<file path="config.mk">
export PLATFORM = sky130hd
export DESIGN_NAME = i2c_stop_seq
export DESIGN_NICKNAME = d
export VERILOG_FILES = /design/src/rtl/i2c_stop_pkg.sv /design/src/rtl/i2c_line_sync.sv /design/src/rtl/i2c_stop_timer.sv /design/src/rtl/i2c_stop_seq.sv
export SDC_FILE = /design/constraint.sdc
export NUM_CORES = 1
export LEC_CHECK = 0
export BUFFER_PORTS_ARGS = -buffer_cell sky130_fd_sc_hd__buf_2
export CORE_MARGIN = 2
export CORE_UTILIZATION = 54
export CTS_BUF_LIST = sky130_fd_sc_hd__clkbuf_16
export CTS_CLUSTER_DIAMETER = 60
export DETAILED_ROUTE_END_ITERATION = 7
export GPL_ROUTABILITY_DRIVEN = 1
export MAX_ROUTING_LAYER = met4
export PLACE_DENSITY_LB_ADDON = 0.12
export SETUP_SLACK_MARGIN = 0.4
export SLEW_MARGIN = 20
export SYNTH_ARGS = -nofsm -noshare
export SYNTH_HDL_FRONTEND = slang
export SYNTH_SLANG_ARGS = --single-unit
</file>
<file path="constraint.sdc">
create_clock -name clk -period 2 [get_ports clk]
set_clock_uncertainty 0.1 [all_clocks]
set_input_delay 0.4 -clock clk [delete_from_list [all_inputs] [get_ports clk]]
set_output_delay 0.4 -clock clk [all_outputs]
set_load 0.02 [all_outputs]
</file>
<file path="src/rtl/i2c_stop_pkg.sv">
package i2c_stop_pkg;

    typedef enum logic [2:0] {
        ST_IDLE,
        ST_SDA_LOW,
        ST_SCL_REL,
        ST_SETUP,
        ST_SDA_REL
    } stop_state_e;

    typedef struct packed {
        stop_state_e state;
        logic        done;
        logic        coll;
        logic        seen;
    } stop_regs_t;

endpackage

</file>
<file path="src/rtl/i2c_line_sync.sv">
module i2c_line_sync #(
    parameter int WIDTH  = 2,
    parameter int STAGES = 2
) (
    input  logic             clk,
    input  logic             rst_n,
    input  logic [WIDTH-1:0] din,
    output logic [WIDTH-1:0] dout
);
    logic [WIDTH-1:0] stage_q [STAGES];

    for (genvar i = 0; i < STAGES; i++) begin : g_stage
        if (i == 0) begin : g_first
            always_ff @(posedge clk or negedge rst_n) begin
                if (!rst_n) stage_q[i] <= '1;
                else        stage_q[i] <= din;
            end
        end else begin : g_next
            always_ff @(posedge clk or negedge rst_n) begin
                if (!rst_n) stage_q[i] <= '1;
                else        stage_q[i] <= stage_q[i-1];
            end
        end
    end

    assign dout = stage_q[STAGES-1];
endmodule

</file>
<file path="src/rtl/i2c_stop_timer.sv">
module i2c_stop_timer #(
    parameter int CW = 8
) (
    input  logic          clk,
    input  logic          rst_n,
    input  logic          load,
    input  logic [CW-1:0] load_val,
    input  logic          tick,
    output logic          expired
);
    localparam logic [CW-1:0] ONE = {{(CW-1){1'b0}}, 1'b1};

    logic [CW-1:0] cnt_d, cnt_q;
    logic [CW-1:0] eff_val;

    assign eff_val = (load_val == '0) ? ONE : load_val;

    always_comb begin
        cnt_d = cnt_q;
        if (load)                    cnt_d = eff_val;
        else if (tick && cnt_q > ONE) cnt_d = cnt_q - ONE;
    end

    always_ff @(posedge clk or negedge rst_n) begin
        if (!rst_n) cnt_q <= '0;
        else        cnt_q <= cnt_d;
    end

    assign expired = (cnt_q == ONE);
endmodule

</file>
<file path="src/rtl/i2c_stop_seq.sv">
module i2c_stop_seq
    import i2c_stop_pkg::*;
#(
    parameter int RW        = 8,
    parameter int SYNC_STGS = 2
) (
    input  logic          clk,
    input  logic          rst_n,
    input  logic          stop_req,
    input  logic [RW-1:0] reload,
    input  logic          sda_in,
    input  logic          scl_in,
    output logic          sda_oe,
    output logic          scl_oe,
    output logic          busy,
    output logic          stop_done,
    output logic          stop_seen,
    output logic          bus_coll
);
    localparam int LINES = 2;

    logic [LINES-1:0] raw_lines, sync_lines;
    logic             sda_s, scl_s;
    logic             tmr_load, tmr_tick, tmr_exp;
    stop_regs_t       r_d, r_q;

    assign raw_lines = {scl_in, sda_in};

    i2c_line_sync #(.WIDTH(LINES), .STAGES(SYNC_STGS)) u_sync (
        .clk  (clk),
        .rst_n(rst_n),
        .din  (raw_lines),
        .dout (sync_lines)
    );

    assign sda_s = sync_lines[0];
    assign scl_s = sync_lines[1];

    i2c_stop_timer #(.CW(RW)) u_timer (
        .clk     (clk),
        .rst_n   (rst_n),
        .load    (tmr_load),
        .load_val(reload),
        .tick    (tmr_tick),
        .expired (tmr_exp)
    );

    always_comb begin
        r_d      = r_q;
        r_d.done = 1'b0;
        tmr_load = 1'b0;
        tmr_tick = 1'b0;
        unique case (r_q.state)
            ST_IDLE: begin
                if (stop_req) begin
                    r_d.state = ST_SDA_LOW;
                    r_d.coll  = 1'b0;
                    r_d.seen  = 1'b0;
                end
            end
            ST_SDA_LOW: begin
                if (!sda_s) r_d.state = ST_SCL_REL;
            end
            ST_SCL_REL: begin
                if (scl_s) begin
                    r_d.state = ST_SETUP;
                    tmr_load  = 1'b1;
                end
            end
            ST_SETUP: begin
                if (!scl_s) begin
                    r_d.coll  = 1'b1;
                    r_d.state = ST_IDLE;
                end else if (tmr_exp) begin
                    r_d.state = ST_SDA_REL;
                    tmr_load  = 1'b1;
                end else begin
                    tmr_tick = 1'b1;
                end
            end
            ST_SDA_REL: begin
                if (tmr_exp) begin
                    r_d.state = ST_IDLE;
                    if (sda_s) begin
                        r_d.done = 1'b1;
                        r_d.seen = 1'b1;
                    end else begin
                        r_d.coll = 1'b1;
                    end
                end else begin
                    tmr_tick = 1'b1;
                end
            end
            default: r_d.state = ST_IDLE;
        endcase
    end

    always_ff @(posedge clk or negedge rst_n) begin
        if (!rst_n) begin
            r_q.state <= ST_IDLE;
            r_q.done  <= 1'b0;
            r_q.coll  <= 1'b0;
            r_q.seen  <= 1'b0;
        end else begin
            r_q <= r_d;
        end
    end

    assign sda_oe    = (r_q.state == ST_SDA_LOW) || (r_q.state == ST_SCL_REL) ||
                       (r_q.state == ST_SETUP);
    assign scl_oe    = (r_q.state == ST_SDA_LOW);
    assign busy      = (r_q.state != ST_IDLE);
    assign stop_done = r_q.done;
    assign stop_seen = r_q.seen;
    assign bus_coll  = r_q.coll;
endmodule

</file>
==> flow_summary.yaml, run 1 <==
routing:
  first_pass_iters: 4
  drc: 0
  drt-total-wl_um: 3380
  via_count: 1108
  viasPerCell: 6.09
  drtAntennaViolNets: 0
  avgRoutedWirePerCell_um: 18.6
  drt_iter0_drc: 46
sta:
  fin_ws_ns: 0.177
  post-route-period-util: 0.912
  final_hold_viol_count: 0
  tns_ns: 0
  maxSlewViolCount: 0
  slew-limit-headroom: 0.734
  max_freq_mhz: 548
  grt_setup_unrepaired: "true"
  setup_viol: 0
  tightest_slew_ns: 0.398
  final.min_clock_period_ns: 1.82
floorplan:
  rows: 16
  io_pins: 19
  die_y_um: 48.8
  dieArea_um2: 2380
  initial_core_util: 0.564
  fp.coreArea_um2: 1920
  die_w_um: 48.8
cells_and_area:
  antenna_cells: 0
  area_delta_synth_final_pct: 50.0
  multi_input_area_um2: 693
  num-nets-final: 171
  fin_area_um2: 1630
  seqCellArea_um2: 463
  drive_gt1_frac: 0.574
  fillers: 95
global_route:
  overflow: 0
  antenna_found_initial: 0
  grt_pass1_vias: 1049
  grt_max_degree: 19
  grt_pass1_wl_um: 5080
  track_usage: 0.292
synthesis:
  avgSynthCellArea_um2: 9.94
  ys_types: 46
  yosys_register_bits: 18
  synth-edff-count: 0
  ys.flop_type: "dfrtp_1"
  synthArstFlopShare: 1.00
  ys_warn_count: 0
  syn_area_um2: 1080
  ys_seq_area_frac: 0.420
  synthesis.nets: 124
  syn_inst: 109
worst_setup_path:
  end_kind: "register"
  critPathRequiredTime_ns: 2.09
  path_max_fanout: 3
  arrival_ns: 1.91
  critPathLaunchType: "register"
  worstSetupPathType: "reg2reg"
pwr:
  power.density_nw_per_um2: 1430
  switchingPower_w: 0.000914
  total_power_w: 0.00233
  p_comb_frac: 0.550
  leakagePower_nw: 0.737
  p_clk_frac: 0.175
  ir_drop_mv: 1.14
  seqPwrFrac: 0.275
  switching_share: 0.393
  power.internal_w: 0.00141
placed_design:
  place.gp.congestion: 0.889
  pre_cts_ws_ns: 0.153
  dpl_cell_area_um2: 1220
  dp_hpwl_um: 1800
  port_buffers: 18
clocking:
  clockBufferDepth: 2
  numCtsBuffers: 3
  clk_latency_ns: 0.25
  clock_sinks: 18
  root_buffer: "clkbuf_16"
  cts_max_level: 1
  tritoncts: "built"
  cts.clk_slew.worst_paths_ns: 0.05
run:
  maxCapViolCount: 0
hold_path:
  hold_path_class: "in2reg"
run_status:
  status: "complete, no violations"
## worst paths after layout
path / start / end / slack [ns] / depth (start not counted)
worst max-delay path: u_timer.cnt_q[1] / u_timer.cnt_q[4] / 0.18 / 6
worst min-delay path: scl_in / u_sync.stage_q[3] / 0.14 / 1
worst max register to register: u_timer.cnt_q[1] / u_timer.cnt_q[4] / 0.18 / 6
worst min register to register: u_sync.stage_q[3] / u_sync.dout[1] / 0.26 / 0
max in group asynchronous: rst_n / u_sync.stage_q[2] / 0.97 / 2
min in group asynchronous: rst_n / r_q[4] / 0.51 / 2
## final cells by class
cell class	instances	area share
Multi-Input combinational cell	82	0.426
Timing Repair Buffer	46	0.208
Inverter	5	0.0115
Tap cell	27	0.0208
Sequential cell	18	0.285
Clock buffer	3	0.0462
Clock inverter	1	0.00231
## flip-flops by register name, indices dropped and copies added (netlist names)
name,flops
r_q,3
u_sync.dout,2
stop_seen,1
stop_done,1
u_sync.stage_q,2
u_timer.cnt_q,8
bus_coll,1
## power by group through the flow
stage,Sequential [W],Combinational (W),Clock [W]
6_report,0.000639,0.00128,0.000407
5_1_grt,0.000653,0.00138,0.000426
4_1_cts,0.000624,0.00104,0.000402
3_5_place_dp,0.000636,0.000810,0
3_3_place_gp,0.000630,0.000787,0
2_1_floorplan,0.000573,0.000683,0
## critical path: stages (launching register included)
cell and delay [ns]:
dfrtp_1 0.38, inv_2 0.11, ha_4 0.15, or4b_4 0.49, buf_4 0.16, nor3_1 0.22, a221o_1 0.15
## through the flow
stage	util	hold slack, ns	cells
after floorplan	-	0.00441	109
after global placement	0.637	0.241	152
after detailed placement	0.637	0.246	152
after CTS	0.767	0.145	171
after global routing	0.846	0.144	182
final	0.846	0.142	182
## cell families after synthesis
kind of cell | Yosys count | synth area share
flops | 18 | 0.420
simple gates | 44 | 0.238
xor+xnor | 1 | 0.00808
mux | 2 | 0.0185
buf+inv | 9 | 0.0404
compound gates | 33 | 0.252
fa+ha+maj | 2 | 0.0231
## placed cells by master (no fill, tap or decap), types with 3 or more instances in the layout
master,n
clkbuf_16,3
dfrtp_2,6
buf_6,8
nor2_1,10
nor3_1,3
buf_4,21
buf_2,16
a221o_1,3
inv_1,3
a21oi_1,3
o22ai_1,4
dfstp_2,4
nand2_1,8
dfrtp_1,8
## synth_stat cells (2+ instances only)
master | instances | area [µm²]
dfrtp_1 | 14 | 350
nor2_1 | 12 | 45.0
nand2_1 | 8 | 30.0
a21oi_1 | 5 | 25.0
inv_1 | 5 | 18.8
o22ai_1 | 5 | 31.3
dfstp_2 | 4 | 105
nor3_1 | 4 | 20.0
a221o_1 | 3 | 30.0
o21ai_0 | 3 | 15.0
a211o_1 | 2 | 17.5
a21o_1 | 2 | 15.0
a21oi_4 | 2 | 32.5
a31oi_1 | 2 | 12.5
and3_1 | 2 | 12.5
buf_2 | 2 | 10.0
ha_1 | 2 | 25.0
mux2i_1 | 2 | 20.0
nor3b_1 | 2 | 15.0
nor4_1 | 2 | 12.5
## timing repair
action,in CTS,in global routing
pin swaps,11,11
resized for setup,18,17
buffers inserted,14,11
setup endpoints to repair,16,12
hold buffers,1,0
endpoints found under the hold margin,14,0
## metal layers
metal  routed length [µm]  vias up  global-route usage
met3                  250       18              0.0429
li1                     -      496                   -
met4                  148        0               0.148
met5                    0        -                   -
met2                 1650       63               0.491
met1                 1330      531               0.341
(Power assumes the default switching activity.)
==> run 2, diff against run 1 <==
--- a/config.mk
+++ b/config.mk
@@ -6,7 +6,8 @@
 export NUM_CORES = 1
 export LEC_CHECK = 0
 export BUFFER_PORTS_ARGS = -buffer_cell sky130_fd_sc_hd__buf_2
-export CORE_MARGIN = 2
+export CORE_ASPECT_RATIO = 1.5
+export CORE_MARGIN = 4
 export CORE_UTILIZATION = 54
 export CTS_BUF_LIST = sky130_fd_sc_hd__clkbuf_16
 export CTS_CLUSTER_DIAMETER = 60
==> run 2 against run 1 <==
Net effect: worst setup slack got worse by 0.017 ns; maximum frequency fell by 0.93%; first-iteration DRC count fell by 13%; cell count fell by 1.1%; clock power barely moved; worst hold slack improved by 0.015 ns; via count rose by 4.2%; non-clock buffer count rose by 4; sequential power rose by 2%; combinational power rose by 17%; final area rose by 5.3%.
==> flow_summary.yaml, run 2 (synthesis results as in run 1) <==
routing:
  first_pass_iters: 4
  drtAntennaViolNets: 0
  drc: 0
  via_count: 1155
  avgRoutedWirePerCell_um: 21.6
  drt-total-wl_um: 3890
  drt_iter0_drc: 40
  viasPerCell: 6.42
sta:
  tns_ns: 0
  max_freq_mhz: 543
  setup_viol: 0
  tightest_slew_ns: 0.423
  post-route-period-util: 0.920
  slew-limit-headroom: 0.718
  maxSlewViolCount: 0
  grt_setup_unrepaired: "true"
  fin_ws_ns: 0.159
  final_hold_viol_count: 0
  final.min_clock_period_ns: 1.84
worst_setup_path:
  rr_endpoint: "u_timer.cnt_q[6]"
  arrival_ns: 1.34
  path_max_fanout: 5
  r2r_start: "u_timer.cnt_q[0]"
  critPathRequiredTime_ns: 1.50
  critPathMaxStageDelay_ns: 0.44
  crit_chain: "buf_6 > or3_1 > buf_6"
  worstSetupPathType: "reg2out"
  ff2ff_path_depth: 7
  reg2reg_setup_slack_ns: 0.17
  crit_path_frequent_cell: "buf_6"
  cp_slowest_cell: "dfrtp_2"
  end_kind: "output pin"
  critPathLaunchType: "register"
clocking:
  clockBufferDepth: 2
  cts.clk_slew.worst_paths_ns: 0.05
  tritoncts: "built"
  clock_sinks: 18
  clk_latency_ns: 0.25
  cts_max_level: 1
  numCtsBuffers: 3
  root_buffer: "clkbuf_16"
placed_design:
  dpl.cell_count: 147
  place.gp.congestion: 0.930
  dpl_cell_area_um2: 1220
  port_buffers: 18
  dp_hpwl_um: 1970
  pre_cts_ws_ns: 0.145
cells_and_area:
  mostFrequentLayoutCell: "buf_4"
  area_delta_synth_final_pct: 58.0
  largest_register: "u_timer.cnt_q"
  antenna_cells: 0
  fin_area_um2: 1710
  drive_gt1_frac: 0.597
  fillers: 76
  largest_registers: "u_timer.cnt_q (8), r_q (3)"
  num-nets-final: 175
  fin_cells: 180
  layout_common_cells: "21 x buf_4, 15 x buf_2, 11 x dfrtp_1, 11 x buf_6"
  largest_reg_flops: 8
pwr:
  total_power_w: 0.00256
  power.density_nw_per_um2: 1490
  leakagePower_nw: 0.783
  ir_drop_mv: 0.974
floorplan:
  initial_core_util: 0.577
  rows: 19
  die_y_um: 62.9
  dieArea_um2: 2800
  die_w_um: 44.6
  io_pins: 19
  fp.coreArea_um2: 1880
global_route:
  grt_pass1_wl_um: 5510
  track_usage: 0.277
  antenna_found_initial: 0
  grt_pass1_vias: 1162
  grt_max_degree: 19
  overflow: 0
run:
  maxCapViolCount: 0
run_status:
  status: "complete, no violations"
hold_path:
  min_to: "u_sync.stage_q[3]"
  hold_path_class: "in2reg"
  hold_depth: 1
  min-delay-start: "scl_in"
==> run 2: cell count changes in the layout (fill, tap and decap cells not counted), sizes merged <==
cell,delta
buf,+4
==> run 2: critical path, delay by kind of cell (launching register included) <==
kind	cells	cell delay, ns
buffers and inverters	2	0.28
DFF	1	0.44
and+or+nand+nor	1	0.37
==> run 2: through the flow <==
step | hold slack, ns | utilization
detailed placement | 0.256 | 0.652
floorplan | 0.00441 | -
finish | 0.157 | 0.911
global route | 0.154 | 0.911
CTS | 0.146 | 0.821
global placement | 0.247 | 0.652
==> run 2: timing repair <==
action	4_1_cts	5_1_grt
endpoints found under the hold margin	14	0
setup buffers	19	9
resized for setup	23	23
pin swaps	7	7
hold buffers	1	0
setup endpoints to repair	15	14
==> run 2: cell type report <==
type | count | area [µm²] | share of cell area
clock buffers | 3 | 75.1 | 0.0439
flip-flops and latches | 18 | 459 | 0.268
well taps | 21 | 26.3 | 0.0154
inverters | 5 | 18.8 | 0.0110
multi-input cells | 82 | 727 | 0.425
clock inverters | 1 | 3.75 | 0.00219
repair buffers | 50 | 402 | 0.235
==> run 2: layer usage <==
| metal | track usage | part of all wire |
|---|---|---|
| met5 | - | 0 |
| met4 | 0.170 | 0.059 |
| met3 | 0.0288 | 0.037 |
| met2 | 0.498 | 0.57 |
| met1 | 0.262 | 0.33 |
==> run 2: power breakdown <==
part           switching, W  internal (W)  leakage [nW]
sequential         0.000173      0.000481         0.212
combinational      0.000685      0.000815         0.533
clock              0.000138      0.000266        0.0385
==> run 2: worst max path at each step <==
| stage | endpoint | startpoint | slack, ns |
|---|---|---|---|
| 2_1_floorplan | u_timer.cnt_q[6] | u_timer.cnt_q[1] | 0.30 |
| 3_3_place_gp | u_timer.cnt_q[6] | u_timer.cnt_q[0] | 0.17 |
| 3_5_place_dp | u_timer.cnt_q[3] | u_timer.cnt_q[3] | 0.15 |
| 4_1_cts | busy | r_q[5] | 0.20 |
| 5_1_grt | u_timer.cnt_q[6] | u_timer.cnt_q[0] | 0.12 |
| 6_report | busy | r_q[3] | 0.16 |
==> run 3, diff against run 2 <==
--- a/config.mk
+++ b/config.mk
@@ -8,13 +8,14 @@
 export BUFFER_PORTS_ARGS = -buffer_cell sky130_fd_sc_hd__buf_2
 export CORE_ASPECT_RATIO = 1.5
 export CORE_MARGIN = 4
-export CORE_UTILIZATION = 54
+export CORE_UTILIZATION = 49
 export CTS_BUF_LIST = sky130_fd_sc_hd__clkbuf_16
 export CTS_CLUSTER_DIAMETER = 60
 export DETAILED_ROUTE_END_ITERATION = 7
 export GPL_ROUTABILITY_DRIVEN = 1
 export MAX_ROUTING_LAYER = met4
-export PLACE_DENSITY_LB_ADDON = 0.12
+export PLACE_DENSITY = 0.74
+export RECOVER_POWER = 100
 export SETUP_SLACK_MARGIN = 0.4
 export SLEW_MARGIN = 20
 export SYNTH_ARGS = -nofsm -noshare
==> constraint.sdc (replaced) <==
create_clock -name clk -period 1.5 [get_ports clk]
set_clock_uncertainty 0.1 [all_clocks]
set_input_delay 0.3 -clock clk [delete_from_list [all_inputs] [get_ports clk]]
set_output_delay 0.3 -clock clk [all_outputs]
set_load 0.02 [all_outputs]
==> run 3 against run 2 <==
Net effect: the run now ends with negative setup slack left; first-iteration DRC count is 30% lower; register-to-register slack worse by 0.50 ns; worst setup slack got worse by 0.49 ns; sequential cell count unchanged; clock-buffer cell count is the same; cell count increased by 10%; combinational power up 52%; core utilization down 2.5 points; clock power is 35% higher; non-clock buffer count grew 17; critical path type is now reg2reg; largest cell class unchanged; highest routed layer unchanged.
==> flow_summary.yaml, run 3 (synthesis results as in run 1) <==
floorplan:
  fp.coreArea_um2: 2080
  io_pins: 19
  dieArea_um2: 3040
  rows: 20
  die_w_um: 46.4
  die_y_um: 65.6
  initial_core_util: 0.522
pwr:
  leakagePower_nw: 0.882
  total_power_w: 0.00359
  switchingPower_w: 0.00135
  power.internal_w: 0.00223
  seqPwrFrac: 0.210
  ir_drop_mv: 1.42
  p_comb_frac: 0.637
  p_clk_frac: 0.152
  power.density_nw_per_um2: 1950
  switching_share: 0.377
cells_and_area:
  multi_input_area_um2: 732
  largest_registers: "u_timer.cnt_q (8), r_q (3)"
  antenna_cells: 0
  fillers: 87
  largest_register: "u_timer.cnt_q"
  drive_gt1_frac: 0.614
  num-nets-final: 192
  fin_cells: 198
  largest_reg_flops: 8
  seqCellArea_um2: 455
  mostFrequentLayoutCell: "buf_4"
  area_delta_synth_final_pct: 69.9
  layout_common_cells: "34 x buf_4, 17 x buf_6, 14 x dfrtp_1"
global_route:
  overflow: 0
  track_usage: 0.257
  antenna_found_initial: 0
  grt_pass1_vias: 1149
  grt_max_degree: 19
  grt_pass1_wl_um: 5300
sta:
  final.min_clock_period_ns: 1.83
  fin_ws_ns: -0.327
  post-route-period-util: 1.22
  maxSlewViolCount: 0
  final_hold_viol_count: 0
  slew-limit-headroom: 0.702
  tns_ns: -3.16
  grt_setup_unrepaired: "true"
  max_freq_mhz: 547
  tightest_slew_ns: 0.447
  setup_viol: 17
worst_setup_path:
  path_max_fanout: 5
  critPathLaunchType: "register"
  arrival_ns: 1.87
  end_kind: "register"
  worstSetupPathType: "reg2reg"
  critPathRequiredTime_ns: 1.54
clocking:
  clock_sinks: 18
  tritoncts: "built"
  cts_max_level: 1
  clk_latency_ns: 0.26
  root_buffer: "clkbuf_16"
  numCtsBuffers: 3
  clockBufferDepth: 2
  cts.clk_slew.worst_paths_ns: 0.05
routing:
  via_count: 1187
  viasPerCell: 5.99
  drt-total-wl_um: 3840
  drt_iter0_drc: 28
  first_pass_iters: 4
  avgRoutedWirePerCell_um: 19.4
  drtAntennaViolNets: 0
  drc: 0
placed_design:
  pre_cts_ws_ns: -0.259
  dp_hpwl_um: 2310
  dpl.cell_count: 171
  place.gp.congestion: 0.881
  port_buffers: 18
run_status:
  violations: "negative setup slack"
  status: "finished with violations"
run:
  maxCapViolCount: 0
hold_path:
  hold_path_class: "in2reg"
==> run 3: cell count changes in the layout (fill, tap and decap cells not counted), sizes merged <==
cell    before  now
buf         49   62
clkbuf       3    7
==> run 3: timing repair <==
item                                    4_1_cts  5_1_grt
pin swaps                                    12        7
hold endpoints to repair                     14        0
endpoints found under the setup margin       20       20
gates resized for setup                      38       12
setup buffers                                17        5
hold buffers                                  1        0
==> run 3: power by group through the flow <==
| stage | Sequential (W) | Combinational, W | Clock (W) |
|---|---|---|---|
| final | 0.000754 | 0.00228 | 0.000547 |
| after global routing | 0.000767 | 0.00243 | 0.000578 |
| after CTS | 0.000752 | 0.00210 | 0.000545 |
| after detailed placement | 0.000756 | 0.00162 | 0 |
| after global placement | 0.000749 | 0.00158 | 0 |
| after floorplan | 0.000768 | 0.00102 | 0 |
==> run 3: final cells by class <==
| class | count | area share |
|---|---|---|
| well taps | 22 | 0.0150 |
| flip-flops and latches | 18 | 0.247 |
| repair buffers | 67 | 0.287 |
| clock buffers | 3 | 0.0408 |
| inverters | 5 | 0.0102 |
| clock inverters | 1 | 0.00204 |
| multi-input cells | 82 | 0.398 |
==> run 3: per-layer routing <==
metal / GRT usage / vias up / wire length [µm]
met5: - / - / 0
met4: 0.167 / 0 / 222
met3: 0.0247 / 22 / 168
met2: 0.464 / 46 / 2110
met1: 0.239 / 579 / 1340
li1: - / 540 / -
==> run 3: critical path, stage by stage (launching register included) <==
cell     delay, ns
dfrtp_1       0.38
nor3_1        0.33
and2_4        0.25
a31oi_4       0.12
or2_1         0.30
o221a_1       0.24
==> run 3: stage by stage <==
step                      cell area (µm²)  utilization  hold slack, ns
after floorplan                      1160            -         -0.0956
after CTS                            1770        0.851          0.0431
after global placement               1430        0.689           0.145
final                                1840        0.886          0.0455
after detailed placement             1430        0.689           0.153
after global routing                 1840        0.886          0.0372
==> run 3: path summary, 6_finish.rpt <==
path	start	to	slack, ns	depth (start not counted)
max	u_timer.cnt_q[6]	u_timer.cnt_q[6]	-0.33	5
min	sda_in	u_sync.stage_q[2]	0.05	1
max reg2reg	u_timer.cnt_q[6]	u_timer.cnt_q[6]	-0.33	5
min reg2reg	u_sync.stage_q[2]	u_sync.dout[0]	0.26	0
max in group asynchronous	rst_n	u_sync.stage_q[2]	0.52	2
min in group asynchronous	rst_n	u_timer.cnt_q[0]	0.44	2
